===== src/rtl/irq_thread_pkg.sv =====
package irq_thread_pkg;
  localparam int unsigned PRIO_W   = 2;
  localparam logic [PRIO_W-1:0] PRIO_TOP = '0;

  typedef struct packed {
    logic             valid;
    logic [7:0]       tid;
  } enq_req_t;
endpackage


===== src/rtl/irq_edge_pending.sv =====
module irq_edge_pending #(
  parameter int unsigned NUM_LINES = 32
) (
  input  logic                 clk,
  input  logic                 rst_n,
  input  logic [NUM_LINES-1:0] lines_i,
  input  logic [NUM_LINES-1:0] clear_i,
  output logic [NUM_LINES-1:0] pending_o
);
  logic [NUM_LINES-1:0] line_q;
  logic [NUM_LINES-1:0] pend_q;
  logic [NUM_LINES-1:0] pend_d;
  logic [NUM_LINES-1:0] rise;

  // A fresh edge in the same cycle as a clear wins: the new event is kept.
  always_comb begin
    rise   = lines_i & ~line_q;
    pend_d = (pend_q & ~clear_i) | rise;
  end

  always_ff @(posedge clk or negedge rst_n) begin
    if (!rst_n) begin
      line_q <= '0;
      pend_q <= '0;
    end else begin
      line_q <= lines_i;
      pend_q <= pend_d;
    end
  end

  assign pending_o = pend_q;
endmodule


===== src/rtl/irq_prio_select.sv =====
module irq_prio_select #(
  parameter int unsigned NUM_LINES = 32,
  localparam int unsigned VEC_W    = $clog2(NUM_LINES)
) (
  input  logic [NUM_LINES-1:0] pending_i,
  input  logic [NUM_LINES-1:0] enable_i,
  output logic                 any_o,
  output logic [VEC_W-1:0]     index_o,
  output logic [NUM_LINES-1:0] grant_o
);
  logic [NUM_LINES-1:0] live;
  logic [NUM_LINES:0]   below;

  assign live     = pending_i & enable_i;
  assign below[0] = 1'b0;

  // Ripple chain: a line wins when it is live and no lower index is live.
  for (genvar g = 0; g < NUM_LINES; g++) begin : g_chain
    assign grant_o[g]  = live[g] & ~below[g];
    assign below[g+1]  = below[g] | live[g];
  end

  assign any_o = below[NUM_LINES];

  always_comb begin
    index_o = '0;
    for (int i = 0; i < NUM_LINES; i++) begin
      if (grant_o[i]) index_o = index_o | VEC_W'(i);
    end
  end
endmodule


===== src/rtl/irq_enq_issuer.sv =====
module irq_enq_issuer #(
  parameter int unsigned VEC_W       = 5,
  parameter int unsigned TID_W       = 8,
  parameter logic [TID_W-1:0] ISR_BASE_ID = 8'h40
) (
  input  logic                          clk,
  input  logic                          rst_n,
  input  logic                          accept_i,
  input  logic [VEC_W-1:0]              vector_i,
  output logic                          enq_valid_o,
  output logic [TID_W-1:0]              enq_tid_o,
  output logic [irq_thread_pkg::PRIO_W-1:0] enq_prio_o,
  output logic                          preempt_o
);
  logic             valid_q, valid_d;
  logic             pre_q, pre_d;
  logic [TID_W-1:0] tid_q, tid_d;
  logic             tid_en;

  always_comb begin
    valid_d = accept_i;
    pre_d   = accept_i;
    tid_en  = accept_i;
    tid_d   = ISR_BASE_ID + TID_W'(vector_i);
  end

  always_ff @(posedge clk or negedge rst_n) begin
    if (!rst_n) begin
      valid_q <= 1'b0;
      pre_q   <= 1'b0;
      tid_q   <= '0;
    end else begin
      valid_q <= valid_d;
      pre_q   <= pre_d;
      if (tid_en) tid_q <= tid_d;
    end
  end

  assign enq_valid_o = valid_q;
  assign preempt_o   = pre_q;
  assign enq_tid_o   = tid_q;
  assign enq_prio_o  = irq_thread_pkg::PRIO_TOP;
endmodule


===== src/rtl/irq_thread_ctrl.sv =====
module irq_thread_ctrl #(
  parameter int unsigned NUM_LINES   = 32,
  parameter int unsigned TID_W       = 8,
  parameter logic [TID_W-1:0] ISR_BASE_ID = 8'h40,
  localparam int unsigned VEC_W      = $clog2(NUM_LINES)
) (
  input  logic                 clk,
  input  logic                 rst_n,
  input  logic [NUM_LINES-1:0] irq_lines,
  input  logic [NUM_LINES-1:0] irq_enable,
  input  logic                 irq_ack,
  output logic                 irq_req,
  output logic [VEC_W-1:0]     irq_vector,
  output logic                 enq_valid,
  output logic [TID_W-1:0]     enq_tid,
  output logic [irq_thread_pkg::PRIO_W-1:0] enq_prio,
  output logic                 slice_preempt
);
  logic [1:0]           rst_pipe;
  logic                 rst_ns;
  logic [NUM_LINES-1:0] pending;
  logic [NUM_LINES-1:0] grant;
  logic [NUM_LINES-1:0] clear;
  logic                 accept;

  // Asynchronous assertion, synchronous release.
  always_ff @(posedge clk or negedge rst_n) begin
    if (!rst_n) rst_pipe <= '0;
    else        rst_pipe <= {rst_pipe[0], 1'b1};
  end
  assign rst_ns = rst_pipe[1];

  irq_edge_pending #(.NUM_LINES(NUM_LINES)) u_pend (
    .clk       (clk),
    .rst_n     (rst_ns),
    .lines_i   (irq_lines),
    .clear_i   (clear),
    .pending_o (pending)
  );

  irq_prio_select #(.NUM_LINES(NUM_LINES)) u_sel (
    .pending_i (pending),
    .enable_i  (irq_enable),
    .any_o     (irq_req),
    .index_o   (irq_vector),
    .grant_o   (grant)
  );

  always_comb begin
    accept = irq_ack & irq_req;
    clear  = accept ? grant : '0;
  end

  irq_enq_issuer #(.VEC_W(VEC_W), .TID_W(TID_W), .ISR_BASE_ID(ISR_BASE_ID)) u_enq (
    .clk         (clk),
    .rst_n       (rst_ns),
    .accept_i    (accept),
    .vector_i    (irq_vector),
    .enq_valid_o (enq_valid),
    .enq_tid_o   (enq_tid),
    .enq_prio_o  (enq_prio),
    .preempt_o   (slice_preempt)
  );
endmodule


===== config.mk =====
export PLATFORM = sky130hd
export DESIGN_NAME = irq_thread_ctrl
export DESIGN_NICKNAME = d
export VERILOG_FILES = /design/src/rtl/irq_thread_pkg.sv /design/src/rtl/irq_edge_pending.sv /design/src/rtl/irq_prio_select.sv /design/src/rtl/irq_enq_issuer.sv /design/src/rtl/irq_thread_ctrl.sv
export SDC_FILE = /design/constraint.sdc
export NUM_CORES = 1
export LEC_CHECK = 0
export BUFFER_PORTS_ARGS = -buffer_cell sky130_fd_sc_hd__buf_2
export CAP_MARGIN = 20
export CELL_PAD_IN_SITES_DETAIL_PLACEMENT = 0
export CELL_PAD_IN_SITES_GLOBAL_PLACEMENT = 1
export CORE_ASPECT_RATIO = 1.4
export CORE_UTILIZATION = 30
export DETAILED_ROUTE_END_ITERATION = 7
export PLACE_DENSITY = 0.62
export SETUP_SLACK_MARGIN = 0.3
export SLEW_MARGIN = 10
export SYNTH_ARGS = -nofsm -noshare
export SYNTH_HDL_FRONTEND = slang
export SYNTH_SLANG_ARGS = --single-unit

===== constraint.sdc =====
create_clock -name clk -period 2.5 [get_ports clk]
set_input_delay 0.5 -clock clk [delete_from_list [all_inputs] [get_ports clk]]
set_output_delay 0.5 -clock clk [all_outputs]
set_load 0.01 [all_outputs]

==> key figures <==
Global routing
  • Overall Global Routing Usage: 17.7%
  • First-pass GRT wire length: 15.2 mm
  • Initial antenna violation count: 0
  • Vias in the first global route: 3097
  • Largest net degree at the start of global routing: 39
  • GR Overflow Total: 0

Synthesis
  • FF+latch count, synth: 73
  • Post-Syn Instances: 336
  • Synth Area in XOR/XNOR: 0%
  • Sequential share of the synthesized area: 56.2%
  • Synth Warn #: 0
  • Post-synthesis cell type count: 42
  • Post-synthesis simple-gate area fraction: 18.3%
  • Mean post-synth cell area: 9.68 sq um
  • Main combinational cell family by area after synthesis: compound AO/OA/AOI/OAI gates
  • Compound-Gate Fraction of Synth Area: 18.7%
  • Mapped Area: 0.00325 sq mm
  • Mux cell area share after synthesis: 0.346%
  • Adder-cell share of the synthesized area: 0%

Layout
  • Design area: 0.00521 sq mm
  • Layout cells sized above 1: 45.9%
  • Register area: 0.00183 sq mm
  • Filler Cell Count: 1011
  • Final net count: 576
  • ANT cells: 0
  • Layout Cells excl Fill: 652
  • Synthesis-to-layout area growth: 60.2%
  • Area of the multi-input gates: 0.00155 sq mm

Routing
  • Routed WL per cell: 14.9 um
  • Vias/cell: 4.83
  • Antenna Violating Nets Remaining: 0
  • Via count: 3152
  • Initial DRC Count: 137
  • Final wirelength: 9.71 mm
  • First-pass detailed-route iteration total: 4
  • DR DRC count: 0

Setup path
  • Setup CP Type: reg -> out
  • CP endpoint kind: output pin
  • Worst setup SP type: flip-flop
  • Crit path max fanout: 4
  • Required time of the critical path: 2.00 ns
  • Arr. time, crit path: 2.27 ns

CTS
  • Root buffer cell: clkbuf_16
  • CTS tree: done
  • Clock Pin Slew Worst Setup and Hold Paths: 0.06 ns
  • Clock latency on the worst-skew pair: 0.34 ns
  • H-tree levels: 3
  • CTS Buf Count: 9
  • Num Clock Sinks: 73
  • Max Buffers Root-to-Sink: 2

Power
  • Comb power frac: 15.2%
  • P_sw: 0.000748 W
  • Clock Power Share: 43.1%
  • Leakage: 2.48 nW
  • Flop pwr share: 41.8%
  • Internal power: 0.00228 W
  • Pwr dens: 581 mW/mm^2
  • Worst vdd ir: 0.000306 V
  • Sw Share: 24.7%

Hold path
  • Worst hold path type: in -> reg

Die
  • Chip Width: 90.0 um
  • Starting Density: 31.1%
  • Number of placed I/O pins: 85
  • Core Area: 0.0105 sq mm
  • Die area: 0.0113 sq mm
  • Std cell rows: 44
  • Die Y: 125 um

Placement
  • Placer's final routability congestion estimate: 0.858
  • Cell count after placement: 615
  • Placed Area: 0.00429 sq mm
  • Hpwl dp: 7.04 mm
  • Port Buf Inserts: 80

STA
  • Fmax: 361 MHz
  • RSZ-0062 raised after global routing: yes
  • Final hold vios: 0
  • Setup Skew: 0.00723 ns
  • Slew Viols, Final: 0
  • Post-route setup slack: -0.272 ns
  • Final min period: 2.77 ns
  • Setup Viol. Count Final: 6
  • Period utilization: 111%

Job
  • Max-Cap Viols: 0

Outcome
  • Status: complete, but fails checks
  • Failing checks: negative setup slack
logic make-up after synthesis:
logic type	count (synthesis)
muxes	1
other	2
AOI/OAI and AO/OA	91
DFF	73
buffers and inverters	47
and+or+nand+nor	122
layout by cell type, fill, tap and decap left out, types with 3 or more instances in the layout:
cell type,netlist,routed
conb_1,2,5
nor2_1,9,3
o21ai_1,0,16
and2_1,3,3
nand3_2,0,5
buf_6,1,11
a22o_1,13,13
dfrtp_1,73,72
o21ai_0,39,13
a21oi_1,8,6
buf_4,5,72
nand2_1,49,46
o21ai_2,0,10
clkbuf_16,0,9
a222oi_1,4,4
a22oi_1,6,6
inv_1,36,36
nor2_4,0,5
nand4_1,17,17
nand3_1,28,21
a211oi_2,0,4
buf_2,2,78
buf_12,0,5
state kept, by name (all words and copies together), names as in the netlist:
name / flops
u_pend.line_q: 32
u_pend.pending_o: 32
u_enq.enq_tid_o: 6
u_enq.enq_valid_o: 1
rst_pipe: 2
synthesized netlist by cell type:
cell type	number	share of area, %
a2111oi_0	1	0.27
a211oi_1	5	1.2
a21boi_0	1	0.23
a21o_1	1	0.23
a21oi_1	8	1.2
a221o_1	2	0.62
a221oi_1	1	0.27
a222oi_1	4	1.2
a22o_1	13	3.5
a22oi_1	6	1.4
a311o_1	1	0.31
a311oi_1	1	0.27
a31o_2	1	0.27
a31oi_1	2	0.38
a41o_2	1	0.35
a41oi_1	1	0.27
and2_1	3	0.58
and3_1	2	0.38
and4_1	3	0.81
buf_2	2	0.31
buf_4	5	1.2
buf_6	1	0.35
clkbuf_1	2	0.23
conb_1	2	0.23
dfrtp_1	73	56
inv_1	36	4.2
inv_2	1	0.12
mux2_2	1	0.35
nand2_1	49	5.7
nand2b_1	2	0.38
nand3_1	28	4.3
nand4_1	17	3.3
nor2_1	9	1.0
nor2_2	1	0.19
nor3_1	3	0.46
nor3_2	1	0.31
nor4_1	2	0.38
nor4b_1	1	0.27
o21ai_0	39	6.0
o31a_1	1	0.27
o31ai_1	2	0.46
or4_1	1	0.23
critical path, stage by stage, from the launching register on:
cell and delay (ns):
dfrtp_1 0.40, a222oi_1 0.41, buf_4 0.20, buf_4 0.11, nand4_1 0.11, buf_4 0.18, nor3_4 0.16, a211oi_2 0.08
nand3_1 0.14, buf_2 0.15
layer usage:
metal / GRT usage, % / routed length (um) / vias up
li1: - / - / 1556
met1: 20.5 / 4020 / 1500
met2: 30.3 / 5070 / 71
met3: 3.28 / 289 / 25
met4: 10.6 / 333 / 0
met5: 0 / 0 / -
area by class of cell:
class / instances / area share (%)
well taps: 138 / 3.31
multi-input cells: 219 / 29.8
clock inverters: 3 / 0.768
repair inverters: 1 / 0.312
inverters: 37 / 2.81
repair buffers: 168 / 22.9
clock buffers: 13 / 5.00
flip-flops and latches: 73 / 35.1
through the flow:
| stage | power (W) | utilization (%) | setup TNS, ns | worst slack, ns | hold slack [ns] |
|---|---|---|---|---|---|
| after global routing | 0.00316 | 49.8 | -1.96 | -0.407 | 0.268 |
| after global placement | 0.00165 | 41.0 | -4.02 | -0.313 | 0.286 |
| final | 0.00303 | 49.8 | -1.32 | -0.272 | 0.275 |
| after detailed placement | 0.00166 | 41.0 | -3.28 | -0.285 | 0.289 |
| after floorplan | 0.00143 | - | 0 | 0.0969 | 0.204 |
| after CTS | 0.00302 | 47.2 | -1.31 | -0.259 | 0.269 |
power groups by stage:
stage | combinational, W | sequential (W) | clock [W]
2_1_floorplan | 0.000135 | 0.00130 | 0
3_3_place_gp | 0.000372 | 0.00128 | 0
3_5_place_dp | 0.000377 | 0.00128 | 0
4_1_cts | 0.000425 | 0.00126 | 0.00133
5_1_grt | 0.000503 | 0.00127 | 0.00139
6_report | 0.000460 | 0.00126 | 0.00131
final timing paths:
check	start	endpoint	slack, ns	depth (start not counted)
min in group asynchronous	rst_pipe[1]$_DFF_PN0_	u_pend.line_q[14]$_DFF_PN0_	0.30	1
worst max-delay path	u_pend.pending_o[5]$_DFF_PN0_	irq_vector[3]	-0.27	9
worst min register to register	rst_pipe[1]$_DFF_PN0_	u_pend.line_q[14]$_DFF_PN0_	0.30	1
worst max register to register	u_pend.pending_o[5]$_DFF_PN0_	u_enq.enq_tid_o[1]$_DFFE_PN0N_	0.07	9
worst min-delay path	irq_lines[16]	u_pend.line_q[16]$_DFF_PN0_	0.27	1
max in group asynchronous	rst_pipe[1]$_DFF_PN0_	u_pend.pending_o[2]$_DFF_PN0_	1.82	1
repair_timing:
action / in CTS / in global routing
buffers inserted: 12 / 6
endpoints found under the hold margin: 2 / 0
hold buffers: 1 / 0
resized for setup: 45 / 67
pin swaps: 21 / 30
cloned: 2 / 0
setup endpoints to repair: 33 / 36
Note: power is estimated with default switching activity, not from simulation.
